$ cat config.mk
export PLATFORM = sky130hd
export DESIGN_NAME = cmdstream_parser
export DESIGN_NICKNAME = d
export VERILOG_FILES = /design/src/rtl/cmdp_pkg.sv /design/src/rtl/cmdp_classify.sv /design/src/rtl/cmdp_collect.sv /design/src/rtl/cmdp_fields.sv /design/src/rtl/cmdstream_parser.sv
export SDC_FILE = /design/constraint.sdc
export NUM_CORES = 1
export LEC_CHECK = 0
export CAP_MARGIN = 20
export CORE_UTILIZATION = 35
export DETAILED_ROUTE_END_ITERATION = 6
export SYNTH_ARGS = -nofsm -noshare
export SYNTH_HDL_FRONTEND = slang
export SYNTH_SLANG_ARGS = --single-unit
$ cat constraint.sdc
create_clock -name clk -period 2.4 [get_ports clk]
set_input_delay 0.6 -clock clk [delete_from_list [all_inputs] [get_ports clk]]
set_output_delay 0.6 -clock clk [all_outputs]
set_load 0.03 [all_outputs]
$ cat src/rtl/cmdp_pkg.sv
// Shared constants and types for the command stream parser.
// Assumes byte-wide input and at most three parameter bytes per opcode.
package cmdp_pkg;
    localparam int BYTE_W    = 8;
    localparam int LEN_W     = 16;
    localparam int PARAM_MAX = 3;
    localparam int PIDX_W    = $clog2(PARAM_MAX + 1);

    typedef enum logic [1:0] {
        ST_OPCODE,
        ST_PARAM,
        ST_RECORD,
        ST_PAYLOAD
    } cmdp_state_e;

    typedef struct packed {
        logic              known;
        logic              payload;
        logic [PIDX_W-1:0] nparam;
    } cmd_info_t;
endpackage

$ cat src/rtl/cmdp_classify.sv
// Opcode classifier: decides whether a byte is a known opcode, how many
// parameter bytes follow it, and whether a streamed payload follows the record.
// Purely combinational; assumes the opcode byte is the current input byte.
module cmdp_classify
    import cmdp_pkg::*;
(
    input  logic [BYTE_W-1:0] opcode,
    output cmd_info_t         info
);
    logic              shift_ok;
    logic              ctrl_ok;
    logic [PIDX_W-1:0] ctrl_np;
    logic [PIDX_W-1:0] shift_np;

    // Legality of a shift opcode from its write/read/mode and edge bits.
    always_comb begin
        case ({opcode[6], opcode[5], opcode[4]})
            3'b001:  shift_ok = ~opcode[2];
            3'b010:  shift_ok = ~opcode[0];
            3'b011:  shift_ok = opcode[0] ^ opcode[2];
            3'b100:  shift_ok = opcode[3] & opcode[1] & ~opcode[2];
            3'b110:  shift_ok = opcode[3] & opcode[1];
            default: shift_ok = 1'b0;
        endcase
    end

    // Parameter count of a shift opcode: length field plus optional data byte.
    always_comb begin
        if (!opcode[1])
            shift_np = PIDX_W'(2);
        else if (opcode[4] || opcode[6])
            shift_np = PIDX_W'(2);
        else
            shift_np = PIDX_W'(1);
    end

    // Legality and parameter count of a control opcode.
    always_comb begin
        ctrl_ok = 1'b0;
        if (opcode[6:5] == 2'b00) begin
            if (!opcode[4])
                ctrl_ok = 1'b1;
            else
                ctrl_ok = !opcode[3] || (opcode[2] && (opcode[1:0] != 2'b11));
        end
        case (opcode)
            8'h80, 8'h82, 8'h86, 8'h8F, 8'h91,
            8'h92, 8'h9C, 8'h9D, 8'h9E: ctrl_np = PIDX_W'(2);
            8'h8E, 8'h90:               ctrl_np = PIDX_W'(1);
            8'h93:                      ctrl_np = PIDX_W'(3);
            default:                    ctrl_np = '0;
        endcase
    end

    // Merge the two classes into one descriptor.
    always_comb begin
        info.known   = opcode[7] ? ctrl_ok : shift_ok;
        info.payload = ~opcode[7] & ~opcode[1] & opcode[4];
        info.nparam  = opcode[7] ? ctrl_np : shift_np;
    end
endmodule

$ cat src/rtl/cmdp_collect.sv
// Command collector: sequences opcode, parameter bytes, record hand-off and
// payload pass-through. Parameter bytes are stored one register slot each.
// Assumes 'info' is the classification of the current input byte.
module cmdp_collect
    import cmdp_pkg::*;
(
    input  logic                          clk,
    input  logic                          rst_n,
    input  logic                          in_valid,
    input  logic [BYTE_W-1:0]             in_data,
    input  cmd_info_t                     info,
    input  logic                          rec_ready,
    input  logic                          pay_ready,
    output logic                          in_ready,
    output logic                          rec_valid,
    output logic                          pay_valid,
    output logic                          bad_cmd,
    output logic [BYTE_W-1:0]             op_q,
    output logic [PARAM_MAX*BYTE_W-1:0]   pbuf_flat
);
    cmdp_state_e       state;
    logic [PIDX_W-1:0] idx;
    logic [PIDX_W-1:0] need;
    logic              has_pay;
    logic [LEN_W-1:0]  pay_left;
    logic              take;

    // A byte moves this cycle.
    assign take = in_valid && in_ready;

    // Handshake outputs derived from the current state.
    always_comb begin
        in_ready  = 1'b0;
        rec_valid = 1'b0;
        pay_valid = 1'b0;
        case (state)
            ST_OPCODE, ST_PARAM: in_ready = 1'b1;
            ST_RECORD:           rec_valid = 1'b1;
            ST_PAYLOAD: begin
                in_ready  = pay_ready;
                pay_valid = in_valid;
            end
            default: ;
        endcase
    end

    // Sequencer: state, parameter index, payload countdown, error pulse.
    always_ff @(posedge clk) begin
        if (!rst_n) begin
            state    <= ST_OPCODE;
            idx      <= '0;
            need     <= '0;
            has_pay  <= 1'b0;
            pay_left <= '0;
            op_q     <= '0;
            bad_cmd  <= 1'b0;
        end else begin
            bad_cmd <= 1'b0;
            case (state)
                ST_OPCODE: if (take) begin
                    if (!info.known) begin
                        bad_cmd <= 1'b1;
                    end else begin
                        op_q    <= in_data;
                        has_pay <= info.payload;
                        need    <= info.nparam;
                        idx     <= '0;
                        state   <= (info.nparam == '0) ? ST_RECORD : ST_PARAM;
                    end
                end
                ST_PARAM: if (take) begin
                    idx <= idx + PIDX_W'(1);
                    if (idx == need - PIDX_W'(1))
                        state <= ST_RECORD;
                end
                ST_RECORD: if (rec_ready) begin
                    if (has_pay) begin
                        pay_left <= LEN_W'(pbuf_flat[2*BYTE_W-1:0]);
                        state    <= ST_PAYLOAD;
                    end else begin
                        state <= ST_OPCODE;
                    end
                end
                ST_PAYLOAD: if (take) begin
                    if (pay_left == '0)
                        state <= ST_OPCODE;
                    else
                        pay_left <= pay_left - LEN_W'(1);
                end
                default: state <= ST_OPCODE;
            endcase
        end
    end

    for (genvar g = 0; g < PARAM_MAX; g++) begin : g_slot
        logic [BYTE_W-1:0] slot;
        // Parameter slot g: cleared on a new opcode, loaded on its turn.
        always_ff @(posedge clk) begin
            if (!rst_n)
                slot <= '0;
            else if (state == ST_OPCODE && take)
                slot <= '0;
            else if (state == ST_PARAM && take && idx == PIDX_W'(g))
                slot <= in_data;
        end
        assign pbuf_flat[g*BYTE_W +: BYTE_W] = slot;
    end
endmodule

$ cat src/rtl/cmdp_fields.sv
// Record formatter: places the stored parameter bytes into the record fields
// the opcode defines. Combinational; assumes unused slots read as zero.
module cmdp_fields
    import cmdp_pkg::*;
(
    input  logic [BYTE_W-1:0]           opcode,
    input  logic [PARAM_MAX*BYTE_W-1:0] pbuf_flat,
    output logic [LEN_W-1:0]            length,
    output logic [BYTE_W-1:0]           gpio_value,
    output logic [BYTE_W-1:0]           gpio_dir,
    output logic [2*BYTE_W-1:0]         addr,
    output logic [BYTE_W-1:0]           data
);
    logic [BYTE_W-1:0] p0, p1, p2;

    assign p0 = pbuf_flat[0*BYTE_W +: BYTE_W];
    assign p1 = pbuf_flat[1*BYTE_W +: BYTE_W];
    assign p2 = pbuf_flat[2*BYTE_W +: BYTE_W];

    // Map the parameter bytes onto the record fields by opcode.
    always_comb begin
        length     = '0;
        gpio_value = '0;
        gpio_dir   = '0;
        addr       = '0;
        data       = '0;
        if (!opcode[7]) begin
            if (!opcode[1]) begin
                length = LEN_W'({p1, p0});
            end else begin
                length = LEN_W'(p0);
                data   = p1;
            end
        end else begin
            case (opcode)
                8'h80, 8'h82: begin
                    gpio_value = p0;
                    gpio_dir   = p1;
                end
                8'h86, 8'h8F, 8'h9C, 8'h9D, 8'h9E: length = LEN_W'({p1, p0});
                8'h8E: length = LEN_W'(p0);
                8'h90: addr = {{BYTE_W{1'b0}}, p0};
                8'h91: addr = {p0, p1};
                8'h92: begin
                    addr = {{BYTE_W{1'b0}}, p0};
                    data = p1;
                end
                8'h93: begin
                    addr = {p0, p1};
                    data = p2;
                end
                default: ;
            endcase
        end
    end
endmodule

$ cat src/rtl/cmdstream_parser.sv
// Top of the command stream parser: classifies each input opcode, collects
// its parameters, offers one record, then streams any write payload.
// Assumes the input side holds a byte until in_ready takes it.
module cmdstream_parser
    import cmdp_pkg::*;
(
    input  logic        clk,
    input  logic        rst_n,
    input  logic        in_valid,
    input  logic [7:0]  in_data,
    output logic        in_ready,
    output logic        rec_valid,
    input  logic        rec_ready,
    output logic [7:0]  rec_opcode,
    output logic [15:0] rec_length,
    output logic [7:0]  rec_gpio_value,
    output logic [7:0]  rec_gpio_dir,
    output logic [15:0] rec_addr,
    output logic [7:0]  rec_data,
    output logic        pay_valid,
    input  logic        pay_ready,
    output logic [7:0]  pay_data,
    output logic        bad_cmd
);
    cmd_info_t                   info;
    logic [PARAM_MAX*BYTE_W-1:0] pbuf_flat;

    cmdp_classify u_classify (
        .opcode (in_data),
        .info   (info)
    );

    cmdp_collect u_collect (
        .clk       (clk),
        .rst_n     (rst_n),
        .in_valid  (in_valid),
        .in_data   (in_data),
        .info      (info),
        .rec_ready (rec_ready),
        .pay_ready (pay_ready),
        .in_ready  (in_ready),
        .rec_valid (rec_valid),
        .pay_valid (pay_valid),
        .bad_cmd   (bad_cmd),
        .op_q      (rec_opcode),
        .pbuf_flat (pbuf_flat)
    );

    cmdp_fields u_fields (
        .opcode     (rec_opcode),
        .pbuf_flat  (pbuf_flat),
        .length     (rec_length),
        .gpio_value (rec_gpio_value),
        .gpio_dir   (rec_gpio_dir),
        .addr       (rec_addr),
        .data       (rec_data)
    );

    // Payload bytes pass straight from the input.
    assign pay_data = in_data;
endmodule

==> flow_summary.toml <==
[synthesis]
ys.flop_type = "sky130_fd_sc_hd__dfxtp_1"
synthesis.yosys.warnings = 0
synth_top_cell_area_share_pct = 30.4
most_frequent_cell_after_synthesis = "sky130_fd_sc_hd__nand2_1"
synth_cells = 475
syn_std_cell_area_mm2 = 0.00368
synth_seq_cells = 56
synth.net_count = 493
synth_cell_type_count = 67
synthesized_area_divided_by_synthesized_cell_count_um2 = 7.75
yosys.area.top_type = "sky130_fd_sc_hd__dfxtp_1"
synth-async-reset-ratio_pct = 0
synth_top_cells_by_count = "sky130_fd_sc_hd__nand2_1 (93), sky130_fd_sc_hd__dfxtp_1 (56), sky130_fd_sc_hd__a21oi_1 (51), sky130_fd_sc_hd__nor2_1 (27), sky130_fd_sc_hd__and2_1 (26)"
synth_sequential_area_ratio_pct = 30.4
synth_enable_flop_cells = 0
synthTopCellsByArea = "sky130_fd_sc_hd__dfxtp_1 (30%), sky130_fd_sc_hd__nand2_1 (9.5%), sky130_fd_sc_hd__a21oi_1 (6.9%)"

[setup_path]
critical_path_peak_fanout = 9
critical_path.reg2reg.startpoint = "u_collect.pay_left[4]"
critPathArrivalTime_ns = 1.78
timing.critical_path.required_ns = 1.80
worst_reg2reg_path_length_in_cells = 6
timing_worst_setup_path_type = "flop to primary output"
ff_to_ff_end = "u_collect.pay_left[1]"
regToRegSetupSlack_ns = 0.30
cp-start-kind = "flop"
cp-end-kind = "primary output"

[drt]
drt_pass1_iterations = 5
drcViolationCount = 0
initialDrtViolationCount = 231
ant_nets = 0
via_total_after_detailed_routing = 3728
post_drt_via_cell_ratio = 5.25
route.final.wire_length_mm = 11.6
route.detailed.wl_per_inst_um = 16.4

[grt]
globalRouteTotalUtil_pct = 21.2
grt-ovfl-total = 0
vias_in_the_first_global_route = 3503
grt_start_max_net_pins = 31
antenna_found_initial = 0
grt_pass1_wl_mm = 18.6

[final_layout]
fillers = 988
final_layout_size_suffix_gt1_share_pct = 29.3
area_added_between_synthesis_and_finish_pct = 37.0
layout.core_utilization_pct = 49.1
nets = 591
antenna_cells = 0

[die]
die_outline_width_um = 105
initial_core_utilization_pct = 35.8
std_cell_rows = 37
io_pins = 89
floorplan.core_area_mm2 = 0.0103
dieHeight_um = 105
die_area_mm2 = 0.0109

[timing]
fmax_ghz = 0.420
report.final.slew_viol_count = 0
finalClockSkew_ns = 0.00997
grt_setup_unrepaired = "true"
hold_violation_count_in_the_final_report = 0
fin_ws_ns = 0.0163
timing.slew.headroom_pct = 66.3
final.min_clock_period_ns = 2.38
worstMarginPinSlew_ns = 0.502
post_route_fraction_of_the_period_consumed_by_the_critical_path_pct = 99.3
setup-violations-final = 0

[cts]
cts_buffers = 5
clock_sink_count = 56
holdBufCountCts = 0
clk_latency_ns = 0.32
clk_root_buffer_cell = "sky130_fd_sc_hd__clkbuf_8"
clockBufferDepth = 2
path_clk_slew_ns = 0.10
number_of_levels_in_the_clock_h_tree = 2
tritoncts = "built"

[hold_path]
end_point_of_the_most_critical_hold_path = "u_collect.g_slot[2].slot[5]"
hold_critical_path_depth = 2
worstHoldStart = "u_collect.g_slot[2].slot[5]"
timing.hold.worst.class = "flop to flop"

[placement]
io_buffer_count = 88
gp_routability_congestion = 0.840
detailed_placement_wirelength_estimate_mm = 8.32
dp_slack_ns = -0.162

[power_and_ir_drop]
leakage_uw = 0.00214
p_per_area_mw_per_mm2 = 399
worst_ir_drop_vdd_mv = 0.401

[run_status]
status = "completed"

[job]
timing.max_cap.violations = 0
==> logic make-up (layout without fill, tap and decap cells) <==
logic type | after synthesis | in the layout | synth area share [%]
buffers and inverters | 56 | 155 | 10.2
xor gates and xnor gates | 3 | 3 | 0.713
AOI/OAI and AO/OA | 113 | 113 | 20.8
DFF | 56 | 56 | 30.4
and+or+nand+nor | 224 | 224 | 31.3
muxes | 18 | 18 | 4.89
adders and majority gates | 5 | 5 | 1.70
==> placed cells by master (no fill, tap or decap), types with 16 or more instances in the layout <==
cell type,netlist,final
sky130_fd_sc_hd__dfxtp_1,56,51
sky130_fd_sc_hd__and3_1,18,16
sky130_fd_sc_hd__mux2i_1,18,18
sky130_fd_sc_hd__nand2_1,93,92
sky130_fd_sc_hd__nor2_1,27,25
sky130_fd_sc_hd__buf_6,1,28
sky130_fd_sc_hd__clkdlybuf4s50_1,0,22
sky130_fd_sc_hd__a21oi_1,51,51
sky130_fd_sc_hd__and2_4,0,17
sky130_fd_sc_hd__buf_4,11,77
==> area by class of cell <==
type / count / area (µm²) / share of cell area [%]
Multi-Input combinational cell: 363 / 2330 / 46.2
Timing Repair Buffer: 137 / 1220 / 24.3
Sequential cell: 56 / 1130 / 22.4
Tap cell: 136 / 170 / 3.37
Clock buffer: 5 / 68.8 / 1.36
Clock inverter: 3 / 68.8 / 1.36
Inverter: 10 / 51.3 / 1.02
==> how the worst max path moves through the flow <==
stage	slack (ns)	endpoint	cells past startpoint	start
global placement	-0.10	u_collect.state[0]	7	in_data[0]
finish	0.02	rec_data[3]	7	u_collect.op_q[5]
floorplan	-0.01	rec_length[10]	6	u_collect.op_q[1]
CTS	0.005	rec_gpio_dir[3]	6	u_collect.op_q[6]
global route	-0.04	rec_length[14]	7	u_collect.op_q[4]
detailed placement	-0.16	u_collect.state[0]	7	in_data[0]
==> stage by stage <==
stage               std cells  power (µW)  cell area, µm²  hold WS, ns  setup TNS [ns]
floorplan                 475        1170            3700        0.436         -0.0924
global placement          697        1260            4630        0.443          -0.795
detailed placement        697        1270            4630        0.448           -1.45
CTS                       706        2020            4800        0.463               0
global route              710        2090            5040        0.486          -0.483
finish                    710        2010            5040        0.462               0
==> per-layer routing <==
| layer | vias to the layer above | wire length [µm] | track usage (%) |
|---|---|---|---|
| met5 | - | 0 | 0 |
| met4 | 0 | 106 | 6.64 |
| met3 | 8 | 635 | 2.50 |
| met2 | 106 | 5600 | 34.7 |
| met1 | 1752 | 5300 | 29.0 |
| li1 | 1862 | - | - |
==> critical path: stages (launching register included) <==
cell and delay [ns]:
sky130_fd_sc_hd__dfxtp_2 0.35, sky130_fd_sc_hd__nor2_4 0.13, sky130_fd_sc_hd__and3_4 0.22, sky130_fd_sc_hd__nand2_4 0.08, sky130_fd_sc_hd__o21ai_1 0.13, sky130_fd_sc_hd__and2_4 0.24, sky130_fd_sc_hd__a22o_2 0.18, sky130_fd_sc_hd__buf_6 0.13
==> sequential cells by signal (all words and copies together), names as in the netlist <==
signal                 cells
u_collect.g_slot.slot     24
u_collect.pay_left        16
u_collect.op_q             8
u_collect.idx              2
u_collect.need             2
u_collect.state            2
u_collect.bad_cmd          1
u_collect.has_pay          1
==> power by group <==
part           total, µW  internal [µW]  switching (µW)
combinational        314            134             180
sequential           951            940            11.0
clock                748            420             328
==> repair_timing <==
action	CTS	global route
endpoints found under the setup margin	40	40
hold endpoints to repair	0	0
setup buffers	0	4
resized for setup	22	60
pin swaps	2	11
gates cloned	1	0
(Power assumes the default switching activity.)
